### config.mk
export PLATFORM = sky130hd
export DESIGN_NAME = rfi_restorer
export DESIGN_NICKNAME = d
export VERILOG_FILES = /design/src/rtl/rfi_pkg.sv /design/src/rtl/rfi_txn_guard.sv /design/src/rtl/rfi_enable_force.sv /design/src/rtl/rfi_state_merge.sv /design/src/rtl/rfi_pc_align.sv /design/src/rtl/rfi_restorer.sv
export SDC_FILE = /design/constraint.sdc
export NUM_CORES = 1
export LEC_CHECK = 0
export BUFFER_PORTS_ARGS = -buffer_cell sky130_fd_sc_hd__buf_4
export CAP_MARGIN = 20
export CORE_MARGIN = 5
export CORE_UTILIZATION = 35
export CTS_CLUSTER_SIZE = 25
export DETAILED_ROUTE_END_ITERATION = 8
export GPL_TIMING_DRIVEN = 0
export PLACE_DENSITY = 0.73
export SYNTH_ARGS = -nofsm -noshare
export SYNTH_HDL_FRONTEND = slang
export SYNTH_SLANG_ARGS = --single-unit
### constraint.sdc
create_clock -name clk -period 0.9 [get_ports clk]
set_clock_uncertainty 0.1 [all_clocks]
set_input_delay 0.09 -clock clk [delete_from_list [all_inputs] [get_ports clk]]
set_output_delay 0.09 -clock clk [all_outputs]
set_load 0.03 [all_outputs]
### src/rtl/rfi_pkg.sv
package rfi_pkg;

    localparam int XLEN       = 64;
    localparam int TXN_FIRST  = 29;
    localparam int TXN_LAST   = 31;
    localparam int TXN_W      = TXN_LAST - TXN_FIRST + 1;
    localparam int PROB_POS   = 49;
    localparam int N_FORCED   = 3;

    // guard pattern: current field and saved field that leave the field untouched
    localparam logic [TXN_W-1:0] TXN_HOLD_CUR   = 3'b010;
    localparam logic [TXN_W-1:0] TXN_HOLD_SAVED = 3'b000;

    typedef enum logic [1:0] {
        SRC_SAVED   = 2'd0,
        SRC_CURRENT = 2'd1,
        SRC_TXN     = 2'd2,
        SRC_FORCED  = 2'd3
    } bit_src_e;

    typedef struct packed {
        logic [XLEN-1:0] cur_state;
        logic [XLEN-1:0] saved_state;
        logic [XLEN-1:0] saved_pc;
    } rfi_in_t;

    typedef struct packed {
        logic [XLEN-1:0] state;
        logic [XLEN-1:0] pc;
    } rfi_out_t;

    // MSB-first position to vector index
    function automatic int lsb_idx(input int pos);
        return XLEN - 1 - pos;
    endfunction

    // positions of the enables that problem state forces on
    function automatic int forced_pos(input int slot);
        case (slot)
            0:       return 48;
            1:       return 58;
            default: return 59;
        endcase
    endfunction

    function automatic int forced_slot(input int pos);
        int s;
        s = 0;
        for (int k = 0; k < N_FORCED; k++)
            if (forced_pos(k) == pos) s = k;
        return s;
    endfunction

    function automatic bit_src_e classify(input int pos);
        if (pos >= TXN_FIRST && pos <= TXN_LAST)
            return SRC_TXN;
        for (int k = 0; k < N_FORCED; k++)
            if (forced_pos(k) == pos) return SRC_FORCED;
        if (pos == 3 || (pos >= 33 && pos <= 36) ||
            (pos >= 42 && pos <= 47) || pos == 51)
            return SRC_CURRENT;
        return SRC_SAVED;
    endfunction

    function automatic logic [XLEN-1:0] src_mask(input bit_src_e which);
        logic [XLEN-1:0] m;
        m = '0;
        for (int p = 0; p < XLEN; p++)
            if (classify(p) == which) m[lsb_idx(p)] = 1'b1;
        return m;
    endfunction

endpackage

### src/rtl/rfi_txn_guard.sv
module rfi_txn_guard
    import rfi_pkg::*;
#(
    parameter int               W          = TXN_W,
    parameter logic [W-1:0]     HOLD_CUR   = TXN_HOLD_CUR,
    parameter logic [W-1:0]     HOLD_SAVED = TXN_HOLD_SAVED
) (
    input  logic [W-1:0] cur_fld_i,
    input  logic [W-1:0] saved_fld_i,
    output logic [W-1:0] new_fld_o
);

    logic keep_cur;

    always_comb begin
        keep_cur  = (cur_fld_i == HOLD_CUR) && (saved_fld_i == HOLD_SAVED);
        new_fld_o = keep_cur ? cur_fld_i : saved_fld_i;
    end

endmodule

### src/rtl/rfi_enable_force.sv
module rfi_enable_force
    import rfi_pkg::*;
#(
    parameter int N = N_FORCED
) (
    input  logic [XLEN-1:0] saved_i,
    output logic [N-1:0]    en_o
);

    localparam int PROB_L = lsb_idx(PROB_POS);

    for (genvar k = 0; k < N; k++) begin : g_force
        localparam int POS_L = lsb_idx(forced_pos(k));
        assign en_o[k] = saved_i[POS_L] | saved_i[PROB_L];
    end

endmodule

### src/rtl/rfi_state_merge.sv
module rfi_state_merge
    import rfi_pkg::*;
(
    input  logic [XLEN-1:0]     cur_i,
    input  logic [XLEN-1:0]     saved_i,
    input  logic [TXN_W-1:0]    txn_fld_i,
    input  logic [N_FORCED-1:0] forced_i,
    output logic [XLEN-1:0]     state_o
);

    localparam logic [XLEN-1:0] KEEP_M = src_mask(SRC_CURRENT);
    localparam logic [XLEN-1:0] COPY_M = src_mask(SRC_SAVED);

    logic [XLEN-1:0] overlay;

    for (genvar p = 0; p < XLEN; p++) begin : g_bit
        localparam bit_src_e SRC = classify(p);
        localparam int       L   = lsb_idx(p);
        if (SRC == SRC_TXN) begin : g_txn
            assign overlay[L] = txn_fld_i[TXN_LAST - p];
        end else if (SRC == SRC_FORCED) begin : g_frc
            assign overlay[L] = forced_i[forced_slot(p)];
        end else begin : g_none
            assign overlay[L] = 1'b0;
        end
    end

    assign state_o = (cur_i & KEEP_M) | (saved_i & COPY_M) | overlay;

endmodule

### src/rtl/rfi_pc_align.sv
module rfi_pc_align
    import rfi_pkg::*;
#(
    parameter int ALIGN = 2
) (
    input  logic [XLEN-1:0] pc_i,
    output logic [XLEN-1:0] pc_o
);

    localparam logic [XLEN-1:0] LOW_M = (XLEN'(1) << ALIGN) - XLEN'(1);

    assign pc_o = pc_i & ~LOW_M;

endmodule

### src/rtl/rfi_restorer.sv
module rfi_restorer
    import rfi_pkg::*;
#(
    parameter int PC_ALIGN = 2
) (
    input  logic            clk,
    input  logic            rst,
    input  logic            start_i,
    input  logic [63:0]     cur_state_i,
    input  logic [63:0]     saved_state_i,
    input  logic [63:0]     saved_pc_i,
    output logic            done_o,
    output logic [63:0]     new_state_o,
    output logic [63:0]     next_pc_o
);

    localparam int TXN_HI = lsb_idx(TXN_FIRST);
    localparam int PROB_L = lsb_idx(PROB_POS);
    localparam int EE_L   = lsb_idx(forced_pos(0));
    localparam int IR_L   = lsb_idx(forced_pos(1));
    localparam int DR_L   = lsb_idx(forced_pos(2));

    rfi_in_t  req;
    rfi_out_t nxt;
    rfi_out_t held;
    logic     done_q;

    logic [TXN_W-1:0]    txn_new;
    logic [N_FORCED-1:0] forced;

    assign req.cur_state   = cur_state_i;
    assign req.saved_state = saved_state_i;
    assign req.saved_pc    = saved_pc_i;

    rfi_txn_guard u_txn (
        .cur_fld_i   (req.cur_state[TXN_HI -: TXN_W]),
        .saved_fld_i (req.saved_state[TXN_HI -: TXN_W]),
        .new_fld_o   (txn_new)
    );

    rfi_enable_force u_force (
        .saved_i (req.saved_state),
        .en_o    (forced)
    );

    rfi_state_merge u_merge (
        .cur_i     (req.cur_state),
        .saved_i   (req.saved_state),
        .txn_fld_i (txn_new),
        .forced_i  (forced),
        .state_o   (nxt.state)
    );

    rfi_pc_align #(.ALIGN(PC_ALIGN)) u_align (
        .pc_i (req.saved_pc),
        .pc_o (nxt.pc)
    );

    always_ff @(posedge clk) begin
        if (rst) begin
            done_q <= 1'b0;
            held   <= '0;
        end else begin
            done_q <= start_i;
            if (start_i) held <= nxt;
        end
    end

    assign done_o      = done_q;
    assign new_state_o = held.state;
    assign next_pc_o   = held.pc;

    // a capture always yields a done pulse next cycle
    assert_done_after_start_R2: assert property (@(posedge clk) disable iff (rst)
        start_i |=> done_o);

    // no done pulse without a capture the cycle before
    assert_done_has_cause_R2: assert property (@(posedge clk) disable iff (rst)
        done_o |-> $past(start_i));

    // outputs hold when nothing is captured
    assert_state_hold_R3: assert property (@(posedge clk) disable iff (rst)
        (!start_i && !rst) |=> ($stable(new_state_o) && $stable(next_pc_o)));

    // resume address is word aligned and matches the saved PC
    assert_pc_aligned_R4: assert property (@(posedge clk) disable iff (rst)
        done_o |-> (next_pc_o[PC_ALIGN-1:0] == '0 &&
                    next_pc_o[63:PC_ALIGN] == $past(saved_pc_i[63:PC_ALIGN])));

    // guarded pattern leaves the transactional field at its current value
    assert_txn_guard_R5: assert property (@(posedge clk) disable iff (rst)
        (done_o && $past(cur_state_i[TXN_HI -: TXN_W]) == TXN_HOLD_CUR &&
                   $past(saved_state_i[TXN_HI -: TXN_W]) == TXN_HOLD_SAVED)
        |-> new_state_o[TXN_HI -: TXN_W] == TXN_HOLD_CUR);

    // problem state turns on all three enables
    assert_enable_force_R6: assert property (@(posedge clk) disable iff (rst)
        (done_o && $past(saved_state_i[PROB_L]))
        |-> (new_state_o[EE_L] && new_state_o[IR_L] && new_state_o[DR_L]));

endmodule

---- Word-level counts from Yosys, hierarchy flattened ----
Cells that the tools add are included.
word-level totals
  register bits ........................... 127
  input bits .............................. 195
  output and inout bits ................... 129
  logic and storage cells ................. 12
cells by class
  eq/ne operators ......................... 1
  mux-type cells .......................... 1
  bitwise operators ....................... 5
  reduce and logical (&&, ||, !) cells .... 2
operators with widths
  kind                                            number
  bitwise OR 61 x 64 -> 64 bit                    1
  bitwise OR 64 x 35 -> 64 bit                    1
  == test 3 x 2 -> 1 bit (second input constant)  1
  logical NOT 3 bit                               1
  two-way mux 3 bit                               1
  bitwise OR 1 bit                                3
  logical AND 1 bit                               1

---- Depth between registers and ports, before layout ----
Gate-level depths: netlist of run 1.
  depth after elaboration ................. 4
  mapped depth ............................ 4
  depth with buffers taken out ............ 3

---- Hierarchy ----
Synthesis of run 1 repeated with hierarchy kept, for this count alone.
second synthesis, totals
  cell total of the unflattened synthesis .. 551
  area, all modules ....................... 5,675.4 um^2
by module, submodules not included
  module            instances  cells an instance  area an instance (um^2)  seq. area each (um^2)
  rfi_restorer      1          415                4,667.0                  2,582.5
  rfi_pc_align      1          65                 484.2                    0.0
  rfi_state_merge   1          64                 480.5                    0.0
  rfi_txn_guard     1          4                  25.0                     0.0
  rfi_enable_force  1          3                  18.8                     0.0

---- Least setup slack after synthesis of run 1 ----
OpenSTA, ideal clock, no wires.
  path type ............................... reg2reg
  start point ............................. register new_state_o[33] (netlist name)
  end point ............................... register held (netlist bit new_state_o[33])
  library setup time ...................... 0.086 ns
  arrival ................................. 0.726 ns
  data required time ...................... 0.714 ns
  path slack .............................. -0.011 ns
  cell stages (with the launch flop) ...... 3
  buffers on the path ..................... 0
  period minus slack after synthesis ...... 0.911 ns
  cell sequence ........................... dfxtp_1 nor2_1 a211oi_1
RTL lines
  item                  RTL line            source
  end signal, assigned  rfi_restorer.sv:65  if (start_i) held <= nxt;
  end, declared         rfi_restorer.sv:25  rfi_out_t held;

---- Worst setup path after layout of run 1 ----
  start point ............................. register held (netlist bit next_pc_o[40])
  end point ............................... output next_pc_o[40]
RTL lines
  item           RTL line            source
  end, declared  rfi_restorer.sv:14  output logic [63:0] next_pc_o
No word-level cell between the ends.

==> summary.txt, run 1 <==
Status
  – Status: finished with violations
  – Failing checks: negative setup slack

CTS
  – CTS max path bufs: 2
  – CTS Sinks: 127
  – Clock-pin slew on the worst setup and hold paths: 0.06 ns
  – CTS tree: done
  – Root Buffer: clkbuf_16
  – Skew-Pair Late Insertion Delay: 0.40 ns
  – CTS Buf Count: 17
  – Htree depth: 4

Timing
  – Final critical-path setup slack: -0.185 ns
  – Final hold slack: 0.00845 ns
  – Minimum clock period after layout: 1.08 ns
  – Final Cycle Share: 121%
  – Slew @ Worst Pin: 0.540 ns
  – RSZ-0062 raised after global routing: true
  – Slew Limit Headroom: 64.0%
  – FMAX: 922 MHz
  – Slew Limit Fails: 0
  – Final setup violation count: 137
  – Final hold violations: 0

Worst setup path
  – Startpoint class of the critical path: flip-flop
  – Worst path required time: 0.71 ns
  – FF-to-FF path depth: 3
  – Critical Path Sink Type: primary output
  – CP delay by family, top: flip-flops
  – Reg2Reg Setup Slack: -0.14 ns
  – Crit path cell chain: buf_6
  – Setup Crit Path Kind: reg -> out
  – Worst path bufs/invs: 1
  – CP max FO: 2
  – Arrival time worst endpoint: 0.89 ns
  – Reg2reg start: next_pc_o[40]
  – Reg2reg end: next_pc_o[40]
  – Slowest stage delay, CP: 0.35 ns
  – Crit-path slowest cell: dfxtp_2
  – Worst setup startpoint: next_pc_o[40]

Layout
  – Area delta synth->final: 109%
  – Final net count: 1,048
  – Layout Cells excl Fill: 1,045
  – Layout cell share with drive strength beyond 1: 55.3%

Global routing
  – Antenna violations before repair: 2
  – First-pass GRT wire length: 28.0 mm
  – Largest net degree at the start of global routing: 17
  – Vias in the first global route: 5,353
  – Total track usage: 22.4%
  – GRT overflow: 0

Hold path
  – Cells on Worst Hold Path: 4
  – Hold crit path type: in -> reg
  – Min-delay src: saved_state_i[14]
  – Hold EP: new_state_o[4]

Logic synthesis
  – Commonest cells post-synth: dfxtp_1, nor2_1, mux2i_1
  – Post-synth top area share: 54.9%
  – Synth area leader: dfxtp_1
  – Yosys reg bits: 127
  – Post-Syn Area per Cell: 11.2 µm²
  – Cells after Synth: 414
  – Number of synthesized flops with an enable pin: 0
  – Seq/Total Area, Yosys: 54.9%
  – Unique masters post-synth: 16
  – Top-count cell post-synth: dfxtp_1
  – Yosys warnings: 0
  – Ys async rst share: 0%
  – Synth top area cells: dfxtp_1, mux2i_1, nor2_1
  – Cell Area, Synth: 4630 µm²
  – Synth Flop Type: dfxtp_1

Routing
  – DR DRC count: 0
  – Antenna viol nets, final: 0
  – DR WL/cell: 17.8 µm
  – WL final: 18.6 mm
  – Vias per cell: 4.62
  – Via count: 4,828
  – Initial DRT Pass Iterations: 4
  – 1st-iter DRT viols: 162

Pwr
  – P_leak: 4.65 nW
  – Max IR drop VDD: 1300 µV
  – P per Cell Area: 1780 nW/µm²

Floorplanning
  – Die W: 125 µm
  – Starting Density: 35.4%
  – Ports: 324
  – Row Count: 42
  – Core footprint: 13,100 µm²
  – Die H: 125 µm
  – Die ar.: 15,600 µm²

Placed design
  – PortBufs: 257
  – Post-DP HPWL: 10.3 mm
  – Placed Instances: 848
  – GPL Wtd Cong: 0.829

Flow run
  – Max_cap viols: 0
logic make-up (layout without fill, tap and decap cells):
kind of cell,Yosys count,count (layout),share of synthesized area [%]
compound gates,5,5,0.675
mux,122,122,26.4
buf+inv,30,481,7.35
other cells,1,5,0.0810
simple gates,129,129,10.6
flops,127,127,54.9
how the worst max path moves through the flow:
stage                     cells after the start         endpoint  slack (ns)
after floorplan                               4  new_state_o[25]        0.02
after global placement                        3    next_pc_o[59]       -0.32
after detailed placement                      3    next_pc_o[62]       -0.32
after CTS                                     1  new_state_o[30]       -0.19
after global routing                          1    next_pc_o[36]       -0.22
final                                         1    next_pc_o[40]       -0.18
metrics by stage:
stage | instance area (µm²) | setup WS, ns | utilization (%) | power [W] | TNS, ns
CTS | 9420 | -0.191 | 72.0 | 0.0171 | -22.66
global route | 9680 | -0.222 | 74.0 | 0.0179 | -25.29
global placement | 6790 | -0.320 | 51.9 | 0.00884 | -27.30
finish | 9680 | -0.185 | 74.0 | 0.0173 | -20.47
detailed placement | 6790 | -0.322 | 51.9 | 0.00889 | -28.88
floorplan | 4640 | 0.0179 | - | 0.00772 | 0
registers in the layout, summed over array words and instances, names as in the netlist:
register and flops:
new_state_o 64, next_pc_o 62, done_o 1
layout by cell type (no fill, tap or decap), types with 2 or more instances in the layout:
master	n
buf_4	160
buf_12	12
clkbuf_16	17
clkinv_2	4
nor2_1	125
bufinv_16	5
conb_1	2
mux2i_1	117
clkbuf_1	9
o22ai_1	2
mux2i_4	2
clkinvlp_4	4
diode_2	3
buf_2	5
buf_6	135
dlygate4sd3_1	127
dfxtp_2	126
mux2i_2	3
cell type report:
cell class,count,area (µm²)
Timing Repair Buffer,419,3970
Clock buffer,17,425
Tap cell,176,220
Sequential cell,127,2700
Antenna cell,3,7.51
Clock inverter,15,218
Fill cell,790,3410
Buffer,30,340
Multi-Input combinational cell,258,1800
metal layers:
layer / GRT usage [%] / vias up / routed length, µm
li1: - / 2261 / -
met1: 21.7 / 2279 / 6400
met2: 41.9 / 227 / 10100
met3: 7.51 / 61 / 1260
met4: 11.5 / 0 / 863
met5: 0 / - / 0
report_power, final:
group          switching [W]  internal (W)  total (W)
Sequential          0.000266       0.00604    0.00630
Combinational        0.00163       0.00192    0.00356
Clock                0.00250       0.00490    0.00740
what timing repair did:
action                                  4_1_cts  5_1_grt
setup buffers                                11       24
hold buffers                                127        1
resized for setup                           253       17
endpoints found under the setup margin      127      133
pin swaps                                     0        2
endpoints found under the hold margin       126        1
cloned                                        0        0
Power figures use the tool's default switching activity.
==> run 2: changes to the inputs <==
--- a/config.mk
+++ b/config.mk
@@ -12,7 +12,9 @@
 export CTS_CLUSTER_SIZE = 25
 export DETAILED_ROUTE_END_ITERATION = 8
 export GPL_TIMING_DRIVEN = 0
-export PLACE_DENSITY = 0.73
+export PLACE_DENSITY = 0.69
 export SYNTH_ARGS = -nofsm -noshare
 export SYNTH_HDL_FRONTEND = slang
+export SYNTH_HIERARCHICAL = 1
 export SYNTH_SLANG_ARGS = --single-unit
+export TNS_END_PERCENT = 100
==> summary.txt, run 2 <==
Logic synthesis
  – Xor/xnor share of the synthesized area: 0%
  – Number of synthesized flops with an enable pin: 0
  – Synth area leader: dfxtp_1
  – Yosys warnings: 6
  – Post-Syn Area per Cell: 10.3 µm²
  – Seq/Total Area, Yosys: 45.5%
  – Post-synthesis adder-cell area fraction: 0%
  – Yosys reg bits: 129
  – Synth Flop Type: dfxtp_1
  – Portion of netlist area occupied by mux cells: 22.6%
  – Compound-Gate Fraction of Synth Area: 0.132%
  – Cell Area, Synth: 5680 µm²
  – Ys async rst share: 0%
  – Cells after Synth: 551
  – Post-synth top area share: 45.5%
  – Unique masters post-synth: 14
  – Synth top area cells: dfxtp_1, mux2i_1, buf_4
  – Post-synthesis simple-gate area fraction: 9.08%
  – Largest family of logic cells by synthesized area: buffers and inverters
  – Top-count cell post-synth: buf_4
  – Commonest cells post-synth: buf_4, dfxtp_1, mux2i_1, nor2_1, clkbuf_1

Worst setup path
  – Critical Path Sink Type: primary output
  – FF-to-FF path depth: 3
  – Startpoint class of the critical path: flip-flop
  – Worst path bufs/invs: 1
  – Reg2Reg Setup Slack: -0.01 ns
  – Slowest stage delay, CP: 0.34 ns
  – CP delay by family, top: flip-flops
  – Worst path required time: 0.71 ns
  – Crit-path slowest cell: dfxtp_2
  – Worst setup startpoint: next_pc_o[37]
  – Crit path cell chain: buf_6
  – Arrival time worst endpoint: 0.89 ns
  – Setup Crit Path Kind: reg -> out
  – CP max FO: 2
  – Reg2reg start: next_pc_o[47]
  – Reg2reg end: next_pc_o[47]
  – WP depth: 1

Global routing
  – Total track usage: 17.7%
  – Antenna violations before repair: 0
  – GRT overflow: 0
  – Largest net degree at the start of global routing: 17
  – Vias in the first global route: 5,045
  – First-pass GRT wire length: 25.9 mm

Routing
  – Via count: 4,689
  – Vias per cell: 4.35
  – Initial DRT Pass Iterations: 4
  – Antenna viol nets, final: 0
  – 1st-iter DRT viols: 139
  – DR DRC count: 0
  – DR WL/cell: 16.0 µm
  – WL final: 17.2 mm

Floorplanning
  – Starting Density: 35.7%
  – Core footprint: 15,900 µm²
  – Die ar.: 18,900 µm²
  – Die W: 137 µm
  – Die H: 137 µm
  – Row Count: 46
  – Ports: 324

Timing
  – Slew Limit Fails: 0
  – FMAX: 930 MHz
  – Post-route setup TNS: -19.69 ns
  – Minimum clock period after layout: 1.08 ns
  – Final hold violations: 20
  – Slew @ Worst Pin: 0.532 ns
  – Final setup violation count: 131
  – Final Cycle Share: 119%
  – Slew Limit Headroom: 64.6%
  – RSZ-0062 raised after global routing: true
  – Final critical-path setup slack: -0.175 ns
  – Final hold slack: -0.0487 ns

Pwr
  – Psw: 0.00432 W
  – Sequential Power Share: 38.7%
  – P_leak: 4.59 nW
  – Int Power: 0.0121 W
  – Total chip power: 0.0165 W
  – P per Cell Area: 1710 nW/µm²
  – Max IR drop VDD: 1250 µV
  – Gate power share: 21.1%
  – Clock power share: 40.2%
  – Sw Share: 26.3%

Hold path
  – Hold EP: new_state_o[14]
  – Cells on Worst Hold Path: 4
  – Hold crit path type: in -> reg
  – Min-delay src: saved_state_i[14]

CTS
  – CTS Sinks: 129
  – CTS Buf Count: 17
  – CTS max path bufs: 2
  – Clock-pin slew on the worst setup and hold paths: 0.06 ns
  – Root Buffer: clkbuf_16
  – Skew-Pair Late Insertion Delay: 0.40 ns
  – CTS tree: done
  – Htree depth: 4

Placed design
  – GPL Wtd Cong: 0.694
  – Post-DP HPWL: 10.3 mm
  – PortBufs: 139
  – Pre-CTS setup slack: -0.382 ns

Status
  – Status: finished with violations
  – Failing checks: negative hold slack, negative setup slack

Layout
  – Layout cell share with drive strength beyond 1: 54.1%
  – Area delta synth->final: 69.3%
  – Sequential cell area: 2740 µm²
  – ANT cells: 0
  – Commonest non-fill, non-tap cell in the layout: buf_4
  – Most frequent cells in the layout: buf_4, buf_6, dfxtp_2, nor2_1, mux2i_1
  – Fillers: 1,236
  – Area of the multi-input gates: 1840 µm²
  – Final net count: 1,044

Flow run
  – Max_cap viols: 0
## run 2: changes by cell type after synthesis, sizes merged, moves of 2 or more
| cell | before | now |
|---|---|---|
| buf | 21 | 145 |
| mux2i | 122 | 128 |
| clkbuf | 9 | 14 |
| o22ai | 3 | 0 |
| or2 | 0 | 3 |
| dfxtp | 127 | 129 |
| nor2 | 126 | 128 |
## run 2: worst max path at each step
stage / endpoint / slack, ns
2_1_floorplan: new_state_o[33] / -0.22
3_3_place_gp: new_state_o[33] / -0.39
3_5_place_dp: new_state_o[33] / -0.38
4_1_cts: next_pc_o[51] / -0.20
5_1_grt: next_pc_o[37] / -0.22
6_report: next_pc_o[37] / -0.18
## run 2: through the flow
stage          instances  hold WS [ns]  cell area, µm²  utilization [%]
6_report            1077       -0.0487            9610             60.5
5_1_grt             1077       -0.0411            9610             60.5
4_1_cts             1061       -0.0661            9440             59.4
3_5_place_dp         907         0.232            7000             44.1
3_3_place_gp         907         0.222            7000             44.1
2_1_floorplan        552         0.219            5690                -
## run 2: per-layer routing
layer	wire length (µm)	vias to the layer above	GRT usage [%]	share of wire, %
met2	8840	195	31.0	51
met4	461	0	7.76	2.7
li1	-	2253	-	-
met1	6410	2210	19.1	37
met3	1500	31	6.57	8.7
met5	0	-	0	0
## run 2: cells by family after synthesis
| group | Yosys count |
|---|---|
| AO/OA/AOI/OAI | 1 |
| buffers and inverters | 159 |
| flip-flops | 129 |
| multiplexers | 128 |
| other | 1 |
| AND/OR/NAND/NOR | 133 |
## run 2: repair_timing
item                       CTS  global route
resized for setup          258            12
setup endpoints to repair  129           134
hold endpoints to repair   126            10
setup buffers                3            17
pin swaps                    0             1
hold buffers               120             1
## run 2: area by class of cell
| cell class | count | area share [%] |
|---|---|---|
| clock buffers | 21 | 4.69 |
| flip-flops and latches | 129 | 28.6 |
| multi-input cells | 264 | 19.2 |
| repair buffers | 279 | 30.2 |
| well taps | 216 | 2.81 |
| plain buffers | 158 | 13.4 |
| clock inverters | 10 | 1.17 |
## run 2: power by group through the flow
stage / Sequential, W / Combinational (W) / Clock, W
2_1_floorplan: 0.00702 / 0.00120 / 0
3_3_place_gp: 0.00634 / 0.00265 / 0
3_5_place_dp: 0.00635 / 0.00268 / 0
4_1_cts: 0.00636 / 0.00334 / 0.00678
5_1_grt: 0.00642 / 0.00367 / 0.00704
6_report: 0.00638 / 0.00347 / 0.00661
